<file path="config.mk">
export PLATFORM = sky130hd
export DESIGN_NAME = isa_io_bridge
export DESIGN_NICKNAME = d
export VERILOG_FILES = /design/src/rtl/isa_io_bridge_pkg.sv /design/src/rtl/isa_region_decode.sv /design/src/rtl/isa_port_map.sv /design/src/rtl/isa_lane_swap.sv /design/src/rtl/isa_io_bridge.sv
export SDC_FILE = /design/constraint.sdc
export NUM_CORES = 1
export LEC_CHECK = 0
export BUFFER_PORTS_ARGS = -buffer_cell sky130_fd_sc_hd__buf_2
export CORE_MARGIN = 4
export CORE_UTILIZATION = 41
export CTS_BUF_LIST = sky130_fd_sc_hd__clkbuf_2
export CTS_CLUSTER_SIZE = 25
export DETAILED_ROUTE_END_ITERATION = 7
export PLACE_DENSITY = 0.79
export SLEW_MARGIN = 20
export SYNTH_ARGS = -nofsm -noshare
export SYNTH_HDL_FRONTEND = slang
export SYNTH_SLANG_ARGS = --single-unit
</file>
<file path="constraint.sdc">
create_clock -name clk -period 1.7 [get_ports clk]
set_input_delay 0.17 -clock clk [delete_from_list [all_inputs] [get_ports clk]]
set_output_delay 0.17 -clock clk [all_outputs]
set_load 0.005 [all_outputs]
</file>
<file path="src/rtl/isa_io_bridge_pkg.sv">
// Shared types for the processor-to-ISA I/O bridge.
// Assumes byte-addressed processor accesses of 1, 2 or 4 bytes.
package isa_io_bridge_pkg;

    typedef enum logic [1:0] {
        SZ_BYTE = 2'd0,
        SZ_HALF = 2'd1,
        SZ_WORD = 2'd2,
        SZ_WALT = 2'd3
    } acc_size_e;

    typedef enum logic [1:0] {
        RG_NONE  = 2'd0,
        RG_PORT  = 2'd1,
        RG_VEC   = 2'd2,
        RG_QUIET = 2'd3
    } region_e;

endpackage

</file>
<file path="src/rtl/isa_region_decode.sv">
// Classifies a processor address: I/O window hit, acknowledge read at
// offset zero, other acknowledge access (returns zero), or miss.
// Assumes IO_BASE is aligned to the window size.
module isa_region_decode #(
    parameter int ADDR_W = 32,
    parameter int WIN_LOG2 = 23,
    parameter logic [ADDR_W-1:0] IO_BASE = 32'h8000_0000,
    parameter logic [ADDR_W-1:0] ACK_ADDR = 32'hBFFF_FFF0
) (
    input  logic [ADDR_W-1:0]                  addr,
    input  logic                               we,
    output isa_io_bridge_pkg::region_e         region,
    output logic [WIN_LOG2-1:0]                offset
);
    import isa_io_bridge_pkg::*;

    localparam int ACK_LOG2 = 2;

    logic in_win;
    logic in_ack;

    // Compare the upper address bits against both region tags.
    always_comb begin
        in_win = (addr[ADDR_W-1:WIN_LOG2] == IO_BASE[ADDR_W-1:WIN_LOG2]);
        in_ack = (addr[ADDR_W-1:ACK_LOG2] == ACK_ADDR[ADDR_W-1:ACK_LOG2]);
        offset = addr[WIN_LOG2-1:0];
    end

    // Pick the region class; acknowledge writes are silent.
    always_comb begin
        if (in_win)
            region = RG_PORT;
        else if (in_ack && !we && (addr[ACK_LOG2-1:0] == '0))
            region = RG_VEC;
        else if (in_ack)
            region = RG_QUIET;
        else
            region = RG_NONE;
    end

endmodule

</file>
<file path="src/rtl/isa_port_map.sv">
// Turns a window offset into an ISA port number in one of two layouts.
// Assumes the page field plus the kept low field exactly fill PORT_W.
module isa_port_map #(
    parameter int WIN_LOG2 = 23,
    parameter int PORT_W = 16,
    parameter int PAGE_LSB = 12,
    parameter int KEEP_W = 5
) (
    input  logic [WIN_LOG2-1:0] offset,
    input  logic                discontig,
    output logic [PORT_W-1:0]   port
);
    localparam int PAGE_W = WIN_LOG2 - PAGE_LSB;

    // Select the flat or the folded layout.
    always_comb begin
        if (discontig)
            port = {offset[WIN_LOG2-1:PAGE_LSB], offset[KEEP_W-1:0]};
        else
            port = offset[PORT_W-1:0];
    end

    initial begin
        if (PAGE_W + KEEP_W != PORT_W)
            $error("isa_port_map: page and kept fields must fill the port");
    end

endmodule

</file>
<file path="src/rtl/isa_lane_swap.sv">
// Maps byte lanes between big- and little-endian order by access size.
// Bytes pass through, halves swap the low two lanes, and words reverse
// all lanes. Lanes above the access size are cleared.
module isa_lane_swap #(
    parameter int DATA_W = 32
) (
    input  logic [DATA_W-1:0]               din,
    input  isa_io_bridge_pkg::acc_size_e    size,
    output logic [DATA_W-1:0]               dout
);
    import isa_io_bridge_pkg::*;

    localparam int LANES = DATA_W / 8;

    logic [DATA_W-1:0] rev_all;

    // Full reversal of every lane.
    for (genvar g = 0; g < LANES; g++) begin : g_rev
        assign rev_all[g*8 +: 8] = din[(LANES-1-g)*8 +: 8];
    end

    // Choose the lane mapping for the access size.
    always_comb begin
        dout = '0;
        unique case (size)
            SZ_BYTE: dout[7:0]  = din[7:0];
            SZ_HALF: dout[15:0] = {din[7:0], din[15:8]};
            default: dout       = rev_all;
        endcase
    end

endmodule

</file>
<file path="src/rtl/isa_io_bridge.sv">
// Processor-to-ISA I/O bridge. Stage 1 registers the decoded ISA request
// or acknowledge strobe; stage 2 registers completion and read data.
// Assumes cpu_req is a one-cycle pulse and port_rdata/irq_vec are valid
// in the cycle port_req/iack_strobe is high.
module isa_io_bridge #(
    parameter int ADDR_W = 32,
    parameter int DATA_W = 32,
    parameter int PORT_W = 16,
    parameter int VEC_W = 8,
    parameter int WIN_LOG2 = 23,
    parameter int PAGE_LSB = 12,
    parameter int KEEP_W = 5,
    parameter logic [ADDR_W-1:0] IO_BASE = 32'h8000_0000,
    parameter logic [ADDR_W-1:0] ACK_ADDR = 32'hBFFF_FFF0
) (
    input  logic              clk,
    input  logic              rst_n,
    input  logic              cpu_req,
    input  logic              cpu_we,
    input  logic [ADDR_W-1:0] cpu_addr,
    input  logic [1:0]        cpu_size,
    input  logic [DATA_W-1:0] cpu_wdata,
    input  logic              map_discontig,
    output logic              cpu_done,
    output logic [DATA_W-1:0] cpu_rdata,
    output logic              port_req,
    output logic              port_we,
    output logic [PORT_W-1:0] port_addr,
    output logic [1:0]        port_size,
    output logic [DATA_W-1:0] port_wdata,
    input  logic [DATA_W-1:0] port_rdata,
    input  logic [VEC_W-1:0]  irq_vec,
    output logic              iack_strobe
);
    import isa_io_bridge_pkg::*;

    region_e             dec_region;
    logic [WIN_LOG2-1:0] dec_offset;
    logic [PORT_W-1:0]   map_port;
    logic [DATA_W-1:0]   wr_swapped;
    logic [DATA_W-1:0]   rd_src;
    logic [DATA_W-1:0]   rd_swapped;
    acc_size_e           req_size;
    acc_size_e           s1_size;
    logic                s1_valid;

    assign req_size = acc_size_e'(cpu_size);

    isa_region_decode #(
        .ADDR_W(ADDR_W), .WIN_LOG2(WIN_LOG2),
        .IO_BASE(IO_BASE), .ACK_ADDR(ACK_ADDR)
    ) u_decode (
        .addr(cpu_addr), .we(cpu_we),
        .region(dec_region), .offset(dec_offset)
    );

    isa_port_map #(
        .WIN_LOG2(WIN_LOG2), .PORT_W(PORT_W),
        .PAGE_LSB(PAGE_LSB), .KEEP_W(KEEP_W)
    ) u_map (
        .offset(dec_offset), .discontig(map_discontig), .port(map_port)
    );

    isa_lane_swap #(.DATA_W(DATA_W)) u_wr_swap (
        .din(cpu_wdata), .size(req_size), .dout(wr_swapped)
    );

    // Stage 1: register the outgoing port request or acknowledge strobe.
    always_ff @(posedge clk) begin
        if (!rst_n) begin
            s1_valid    <= 1'b0;
            s1_size     <= SZ_BYTE;
            port_req    <= 1'b0;
            port_we     <= 1'b0;
            port_addr   <= '0;
            port_size   <= '0;
            port_wdata  <= '0;
            iack_strobe <= 1'b0;
        end else begin
            s1_valid    <= cpu_req;
            s1_size     <= req_size;
            port_req    <= cpu_req && (dec_region == RG_PORT);
            iack_strobe <= cpu_req && (dec_region == RG_VEC);
            if (cpu_req) begin
                port_we    <= cpu_we;
                port_addr  <= (dec_region == RG_PORT) ? map_port : '0;
                port_size  <= cpu_size;
                port_wdata <= (cpu_we && dec_region == RG_PORT) ? wr_swapped : '0;
            end
        end
    end

    // Pick the stage-2 read source: ISA data, vector, or nothing.
    always_comb begin
        rd_src = '0;
        if (port_req && !port_we)
            rd_src = port_rdata;
        else if (iack_strobe)
            rd_src = DATA_W'(irq_vec);
    end

    isa_lane_swap #(.DATA_W(DATA_W)) u_rd_swap (
        .din(rd_src), .size(s1_size), .dout(rd_swapped)
    );

    // Stage 2: register completion and the read data.
    always_ff @(posedge clk) begin
        if (!rst_n) begin
            cpu_done  <= 1'b0;
            cpu_rdata <= '0;
        end else begin
            cpu_done  <= s1_valid;
            cpu_rdata <= s1_valid ? rd_swapped : '0;
        end
    end

endmodule

</file>
==> flow_results.org, run 1 <==
** Status
- Run status :: finished clean

** Drt
- Total wire length after detailed routing :: 13,200 um
- In the routed design, unresolved DRC markers number 0.
- After the first detailed-routing iteration, the DRC count stood at 178.
- The detail route stage leaves a number of antenna-violating nets equal to 0.
- The first detailed-routing pass took 5 iterations.
- Using the TritonRoute via totals, the vias-per-cell ratio works out to 5.28.
- After detailed routing, the average wire length per cell comes to 17.4 um.
- The routed layout has 4,000 vias.

** Layout
- Number of diodes :: 0
- Fraction of layout instances using a drive strength above 1 :: 35.7%
- Fin cells :: 758
- Fill cells in the final layout number 579.
- Post-route design area :: 5520 sq um
- The area growth from synthesis to layout is 62.8%.
- # nets final :: 762

** Worst setup path
- Cell repeated most along the worst path :: sky130_fd_sc_hd__or4_1
- STA classifies the critical path endpoint as a register.
- For this run, the slowest stage of the critical path takes 0.53 ns.
- CP startpoint kind :: input pin
- At the worst endpoint, the required time is 2.15 ns.
- Together, buffers and inverters on the worst path number 2.
- Worst setup path startpoint :: cpu_addr[21]
- Data arrives at the worst endpoint at 2.07 ns.
- Worst setup slack for register-to-register paths :: 0.23 ns
- The worst register-to-register path begins at iack_strobe.
- Cell with the largest stage delay on the worst path :: sky130_fd_sc_hd__dlygate4sd3_1
- Worst-path maximum fanout :: 2
- In this run the critical register-to-register path is captured at cpu_rdata[5].
- Following the worst setup path forward leads to its endpoint at iack_strobe.
- Kind of cell adding the most delay to the critical path :: simple AND/OR/NAND/NOR gates
- Counting buffers and inverters, the worst setup path is 6 cells deep.
- Worst path cell trace :: dlygate4sd3_1, buf_2, nand4_1, or4_1, or4_1, nor3_2
- The number of cells on the worst reg-to-reg path is 4.
- Path type of the worst setup path :: in2reg

** STA
- Max-slew violation total from the final report :: 0
- At the pin with the least slew margin, the transition time is 0.568 ns.
- Hold Fails Final Rpt :: 0
- Period Utilization, post-route :: 95.5%
- The routed design could run at a clock period as short as 1.62 ns.
- Setup violations remaining at the end of the flow were counted as 0.
- Across the routed clock network, the largest skew measured is 0.0341 ns.
- For this run, the top clock speed supported by timing is 616 MHz.
- Setup repair after global routing missed its margin :: no
- Headroom to the max-slew limit came out at 62.1%.

** Logic synthesis
- #FFs+latches synth :: 89
- In the synthesized netlist, the number of instances is 369.
- The Yosys step of the flow raised 0 warnings.
- Mean post-synth cell area :: 9.19 sq um
- Sequential area share after synthesis :: 52.6%
- When the netlist entered floorplanning its net count stood at 480.
- Post-Synthesis Cell Area :: 3390 sq um
- Yosys cell types :: 24

** Place
- # port buffers :: 196
- Count of placed standard cells including taps :: 661
- Placed cell area :: 4570 sq um
- Gp weighted congestion :: 0.889
- Detailed Place HPWL :: 8230 um

** Die
- Row count :: 32
- The total area inside the core boundary comes to 7890 sq um.
- Boundary Pins :: 197
- Die height :: 98.9 um
- Initial Utilization :: 43.0%
- Die Outline Area :: 9790 sq um
- Die width :: 98.9 um

** Clock tree
- TritonCTS built the clock tree.
- Clock tree synthesis found a total of 89 sinks.
- H-tree depth :: 3
- Setup Fix Bufs, Post-CTS :: 0
- Clock Tree Buf Depth :: 2
- For the worst-skew pair, the clock arrives at the later sink with an insertion delay of 0.51 ns.
- The tree is rooted in a sky130_fd_sc_hd__clkbuf_2.
- Post-CTS repair changed the size of 0 cells.
- Count of hold-fix buffers inserted at cts :: 81
- Number of buffers added by the clock tree synthesis step :: 9
- After clock tree synthesis, the clock-pin slew on the worst setup and hold paths is 0.23 ns.

** GRT
- Via count of the first global-routing pass :: 4,263
- Remaining Overflow, GRT :: 0
- The initial antenna violation count came to 0.
- Global routing consumed, over all layers together, 26.5% of the routing resources.
- Entering global routing, the biggest net connects 49 pins.
- Global-route wire length before repair :: 21,000 um

** Worst hold path
- The tightest min-delay check is of the in2reg type.

** Power
- Summed over all cells, the static leakage comes to 2.63 nW.
- Dividing total power by cell area gives a power density of 694 nW/um^2.
- IR analysis of the VDD net gives a maximum drop of 0.367 mV.
- The design draws 3.83 mW.

** Job
- Across the run, the number of max-cap violations was 0.
## power by group
part	total (mW)	internal (mW)	switching, mW
Clock	1.20	0.495	0.702
Sequential	2.11	2.10	0.00606
Combinational	0.521	0.299	0.222
Total	3.83	2.90	0.930
## stage by stage
step           hold slack, ns  TNS (ns)  utilization, %  setup WS, ns
3_5_place_dp            0.390    -0.189            57.9        -0.189
4_1_cts               0.00627         0            69.9         0.162
5_1_grt                0.0213         0            69.9        0.0543
3_3_place_gp            0.393    -0.119            57.9        -0.119
2_1_floorplan           0.292         0               -       0.00397
6_report               0.0574         0            69.9        0.0768
## kinds of logic after synthesis
kind of cell	synth area share, %
AND/OR/NAND/NOR	19.5
multiplexers	6.50
buffers and inverters	3.21
flip-flops	52.6
AO/OA/AOI/OAI	18.3
## state kept, by name (all words and copies together) (netlist names)
register     flops
port_addr       16
port_wdata      32
cpu_rdata       32
iack_strobe      1
s1_size          2
cpu_done         1
port_we          1
s1_valid         1
port_size        2
port_req         1
## cells in the final DEF, fill, tap and decap left out, types with 3 or more instances in the layout
master	n
sky130_fd_sc_hd__mux2i_1	22
sky130_fd_sc_hd__nor2_1	26
sky130_fd_sc_hd__nand3b_1	8
sky130_fd_sc_hd__nor2b_1	15
sky130_fd_sc_hd__dlygate4sd3_1	81
sky130_fd_sc_hd__clkbuf_2	11
sky130_fd_sc_hd__buf_4	19
sky130_fd_sc_hd__dfxtp_1	89
sky130_fd_sc_hd__nand4_1	4
sky130_fd_sc_hd__a22o_1	21
sky130_fd_sc_hd__nand2_1	54
sky130_fd_sc_hd__a22oi_1	24
sky130_fd_sc_hd__inv_1	3
sky130_fd_sc_hd__o21ai_0	43
sky130_fd_sc_hd__buf_2	196
sky130_fd_sc_hd__and2_1	13
sky130_fd_sc_hd__a21oi_1	8
## synth_stat cells
master | count | area share (%)
sky130_fd_sc_hd__a21oi_1 | 8 | 1.2
sky130_fd_sc_hd__a22o_1 | 21 | 5.4
sky130_fd_sc_hd__a22oi_1 | 24 | 5.3
sky130_fd_sc_hd__and2_1 | 13 | 2.4
sky130_fd_sc_hd__and4_1 | 1 | 0.26
sky130_fd_sc_hd__and4b_1 | 1 | 0.30
sky130_fd_sc_hd__buf_1 | 5 | 0.55
sky130_fd_sc_hd__clkbuf_1 | 21 | 2.3
sky130_fd_sc_hd__dfxtp_1 | 89 | 53
sky130_fd_sc_hd__inv_1 | 3 | 0.33
sky130_fd_sc_hd__mux2i_1 | 22 | 6.5
sky130_fd_sc_hd__nand2_1 | 54 | 6.0
sky130_fd_sc_hd__nand3_1 | 2 | 0.30
sky130_fd_sc_hd__nand3b_1 | 8 | 1.8
sky130_fd_sc_hd__nand4_1 | 4 | 0.74
sky130_fd_sc_hd__nand4b_1 | 2 | 0.52
sky130_fd_sc_hd__nor2_1 | 26 | 2.9
sky130_fd_sc_hd__nor2b_1 | 16 | 3.0
sky130_fd_sc_hd__nor3_1 | 1 | 0.15
sky130_fd_sc_hd__nor3_2 | 1 | 0.30
sky130_fd_sc_hd__nor4_1 | 1 | 0.18
sky130_fd_sc_hd__o21ai_0 | 43 | 6.3
sky130_fd_sc_hd__or4_1 | 2 | 0.44
sky130_fd_sc_hd__or4b_1 | 1 | 0.30
## worst min-delay path by stage
stage / startpoint / to / slack (ns) / depth (start not counted)
global route: cpu_addr[14] / iack_strobe / 0.02 / 4
CTS: port_rdata[27] / cpu_rdata[3] / 0.006 / 5
finish: port_rdata[30] / cpu_rdata[6] / 0.06 / 5
global placement: port_rdata[15] / cpu_rdata[23] / 0.39 / 2
floorplan: port_rdata[8] / cpu_rdata[16] / 0.29 / 1
detailed placement: port_rdata[11] / cpu_rdata[19] / 0.39 / 2
## layer usage
metal	part of all wire (%)	global-route usage, %
met3	9.0	5.94
met2	49	46.2
met1	38	29.9
met5	0	0
met4	3.8	14.1
## area by class of cell
cell class / count / area (sq um) / area share (%)
clock buffer: 11 / 55.1 / 0.998
clock inverter: 5 / 80.1 / 1.45
inverter: 3 / 11.3 / 0.204
sequential: 89 / 1780 / 32.3
tap: 102 / 128 / 2.31
timing repair buffer: 297 / 1950 / 35.4
multi-input combinational: 251 / 1510 / 27.3
## worst reg2reg max path, delay by kind of cell (launching register included)
family | cells | cell delay, ns
AO/OA/AOI/OAI | 2 | 0.60
flip-flops | 1 | 0.59
AND/OR/NAND/NOR | 2 | 0.21
(Power assumes the default switching activity.)
==> inputs of run 2 (changes only) <==
==> constraint.sdc (replaced) <==
create_clock -name clk -period 1.7 [get_ports clk]
set_input_delay 0.17 -clock clk [delete_from_list [all_inputs] [get_ports clk]]
set_output_delay 0.17 -clock clk [all_outputs]
set_load 0.02 [all_outputs]
==> flow_results.org, run 2 (same netlist as run 1, synthesis figures left out) <==
** Status
- Run status :: finished clean

** Die
- For this design the top-level I/O count stands at 197.
- Once the floorplan was initialized, standard cells occupied 43.0% of the core.
- Die height :: 98.9 um
- Die width :: 98.9 um
- The die covers 9790 sq um.
- Row generation in the floorplan step produced 32 rows.
- The region available for standard cell placement spans 7890 sq um.

** Job
- The tool flagged a number of max-cap violations equal to 0.

** Clock tree
- The number of gates resized after CTS was 0.
- The H-tree was split into 3 levels.
- The cell sitting at the root of the clock tree is a sky130_fd_sc_hd__clkbuf_2.
- Counting every sink on the clock net gives 89.
- Clk Latency, worst-skew pair :: 0.51 ns
- For this design, the CTS-stage hold fixing added 84 buffers.
- Setup Fix Bufs, Post-CTS :: 0
- In this run, CTS created clock tree buffers numbering 9.
- TritonCTS built the clock tree.
- Clk pin slew, worst setup/hold paths :: 0.23 ns
- Clock Tree Buf Depth :: 2

** Worst hold path
- Worst hold path class :: in2reg
- The startpoint identified for the worst hold timing path is port_rdata[25].
- The path with the worst hold slack has its endpoint at cpu_rdata[1].
- Hold depth :: 5

** Drt
- Total wire length after detailed routing :: 13,000 um
- After detailed routing, the number of remaining DRC violations is 0.
- In this run, the number of DRC markers left after iteration 0 of detailed routing was 168.
- Number of antenna-violating nets in the routed design :: 0
- Dividing the detail-routed via count by the number of cells gives 5.25.
- Number of vias in the routed layout :: 3,980
- Routed wirelength normalized by instance count :: 17.1 um
- Length of the first detailed-routing pass in iterations :: 4

** STA
- The count of pins over their slew limit was 0.
- In the final timing run, aggregate negative setup slack is 0 ns.
- Period Utilization, post-route :: 90.2%
- Fin worst setup slack :: 0.167 ns
- Clock skew on the completed layout was measured at 0.0199 ns.
- Measured against its own limit, the worst slew margin works out to 63.1%.
- Setup violations remaining at the end of the flow were counted as 0.
- Time the final worst path needs with I/O delays and setup :: 1.53 ns
- Setup repair after global routing missed its margin :: no
- For the pin with the worst max-slew slack, the measured transition is 0.553 ns.
- Hold timing on the final database bottoms out at a slack of 0.0672 ns.
- Hold Fails Final Rpt :: 0
- Top achievable clock speed :: 652 MHz

** Layout
- Of the cells placed in the final design, the portion with a size suffix greater than 1 is 35.1%.
- Most common cell after layout, fill and taps aside :: sky130_fd_sc_hd__buf_2
- Syn-to-layout area delta :: 62.6%
- Post-route design area :: 5510 sq um
- In the final layout, the registers with the most flip-flops are cpu_rdata: 32 flops, port_wdata: 32 flops, port_addr: 16 flops.
- # nets final :: 762
- Commonest non-fill, non-tap cells in the layout :: sky130_fd_sc_hd__buf_2, sky130_fd_sc_hd__dfxtp_1, sky130_fd_sc_hd__dlygate4sd3_1
- Number of diodes :: 0

** Worst setup path
- STA classifies the critical path endpoint as a register.
- Number of cells on the worst reg-to-reg path :: 5
- Crit path arrival time :: 1.98 ns
- Critical path data required time :: 2.15 ns
- Of all nets on the critical path, the largest fanout is 2.
- The worst setup path is launched from an input pin.
- In this run the register-to-register setup slack is 0.20 ns.
- The startpoint identified for the worst register-to-register timing path is port_req.
- Capture point of the worst reg-to-reg path :: cpu_rdata[1]
- Path type of the worst setup path :: in2reg

** GRT
- Pin count of the biggest net entering global routing :: 49
- Global routing finished with a remaining overflow of 0.
- Gr usage total :: 25.6%
- Antenna violations before repair :: 0
- Via count of the first global-routing pass :: 4,032
- Global-route wire length before repair :: 20,300 um

** Power
- Across the VDD grid, the largest voltage drop is 0.488 mV.
- For this design the total switching power over the nets is 0.977 mW.
- Cell internal pwr :: 2.75 mW
- The share of total power dissipated in sequential elements is 56.6%.
- Switching share of power :: 26.2%
- Per report_power, the combinational group accounts for 14.1% of the total.
- Static Leakage :: 2.62 nW
- Power per cell area :: 677 nW/um^2
- Clk pwr share :: 29.4%

** Place
- Gp weighted congestion :: 0.877
- OpenSTA, run right after detailed placement, puts the worst setup slack at -0.144 ns.
- # port buffers :: 196
- Detailed Place HPWL :: 8310 um
- In this run the cell area measured after placement is 4530 sq um.
## run 2: changes by cell type in the layout (fill, tap and decap cells not counted)
cell                            change
sky130_fd_sc_hd__inv_8              +1
sky130_fd_sc_hd__clkinv_1           +1
sky130_fd_sc_hd__buf_4              -3
sky130_fd_sc_hd__clkinv_4           +1
sky130_fd_sc_hd__clkinv_2           -1
sky130_fd_sc_hd__dlygate4sd3_1      +3
sky130_fd_sc_hd__inv_6              +1
sky130_fd_sc_hd__clkbuf_2           -2
sky130_fd_sc_hd__bufinv_16          -1
## run 2: how the worst max path moves through the flow
stage,from,endpoint,slack (ns),cells after the start
final,cpu_addr[19],iack_strobe,0.17,6
after global routing,port_req,cpu_rdata[1],0.09,5
after CTS,iack_strobe,iack_strobe,0.13,1
after detailed placement,cpu_we,iack_strobe,-0.14,5
after global placement,cpu_we,iack_strobe,-0.13,5
after floorplan,cpu_we,iack_strobe,0.01,4
## run 2: per-layer routing
layer / vias to the layer above / share of wire (%) / global-route usage (%)
met4: 0 / 2.5 / 10.4
met1: 1835 / 38 / 30.4
li1: 1854 / - / -
met3: 30 / 11 / 7.36
met5: - / 0 / 0
met2: 261 / 49 / 43.5
## run 2: power by group through the flow
stage	logic (mW)	registers, mW	clock network (mW)
after floorplan	0.137	2.15	0
after global placement	0.333	2.15	0
after detailed placement	0.339	2.15	0
after CTS	0.495	2.11	1.14
after global routing	0.564	2.11	1.21
final	0.524	2.11	1.10
## run 2: per-stage QoR
step	utilization [%]	total power [mW]	cells
after detailed placement	57.4	2.49	657
after CTS	69.6	3.74	757
after global routing	69.9	3.89	758
after global placement	57.4	2.48	657
after floorplan	-	2.29	369
final	69.9	3.73	758
## run 2: critical path, stage by stage
cell and delay (ns):
sky130_fd_sc_hd__dlygate4sd3_1 0.53, sky130_fd_sc_hd__buf_2 0.12, sky130_fd_sc_hd__nand4_1 0.08, sky130_fd_sc_hd__or4_1 0.48, sky130_fd_sc_hd__or4_1 0.42, sky130_fd_sc_hd__nor3_2 0.18
## run 2: final cells by class
type	count	area (sq um)
Clock inverter	7	77.6
Tap cell	102	128
Sequential cell	89	1780
Clock buffer	9	45.0
Inverter	3	11.3
Timing Repair Buffer	297	1960
Fill cell	569	2380
Multi-Input combinational cell	251	1510
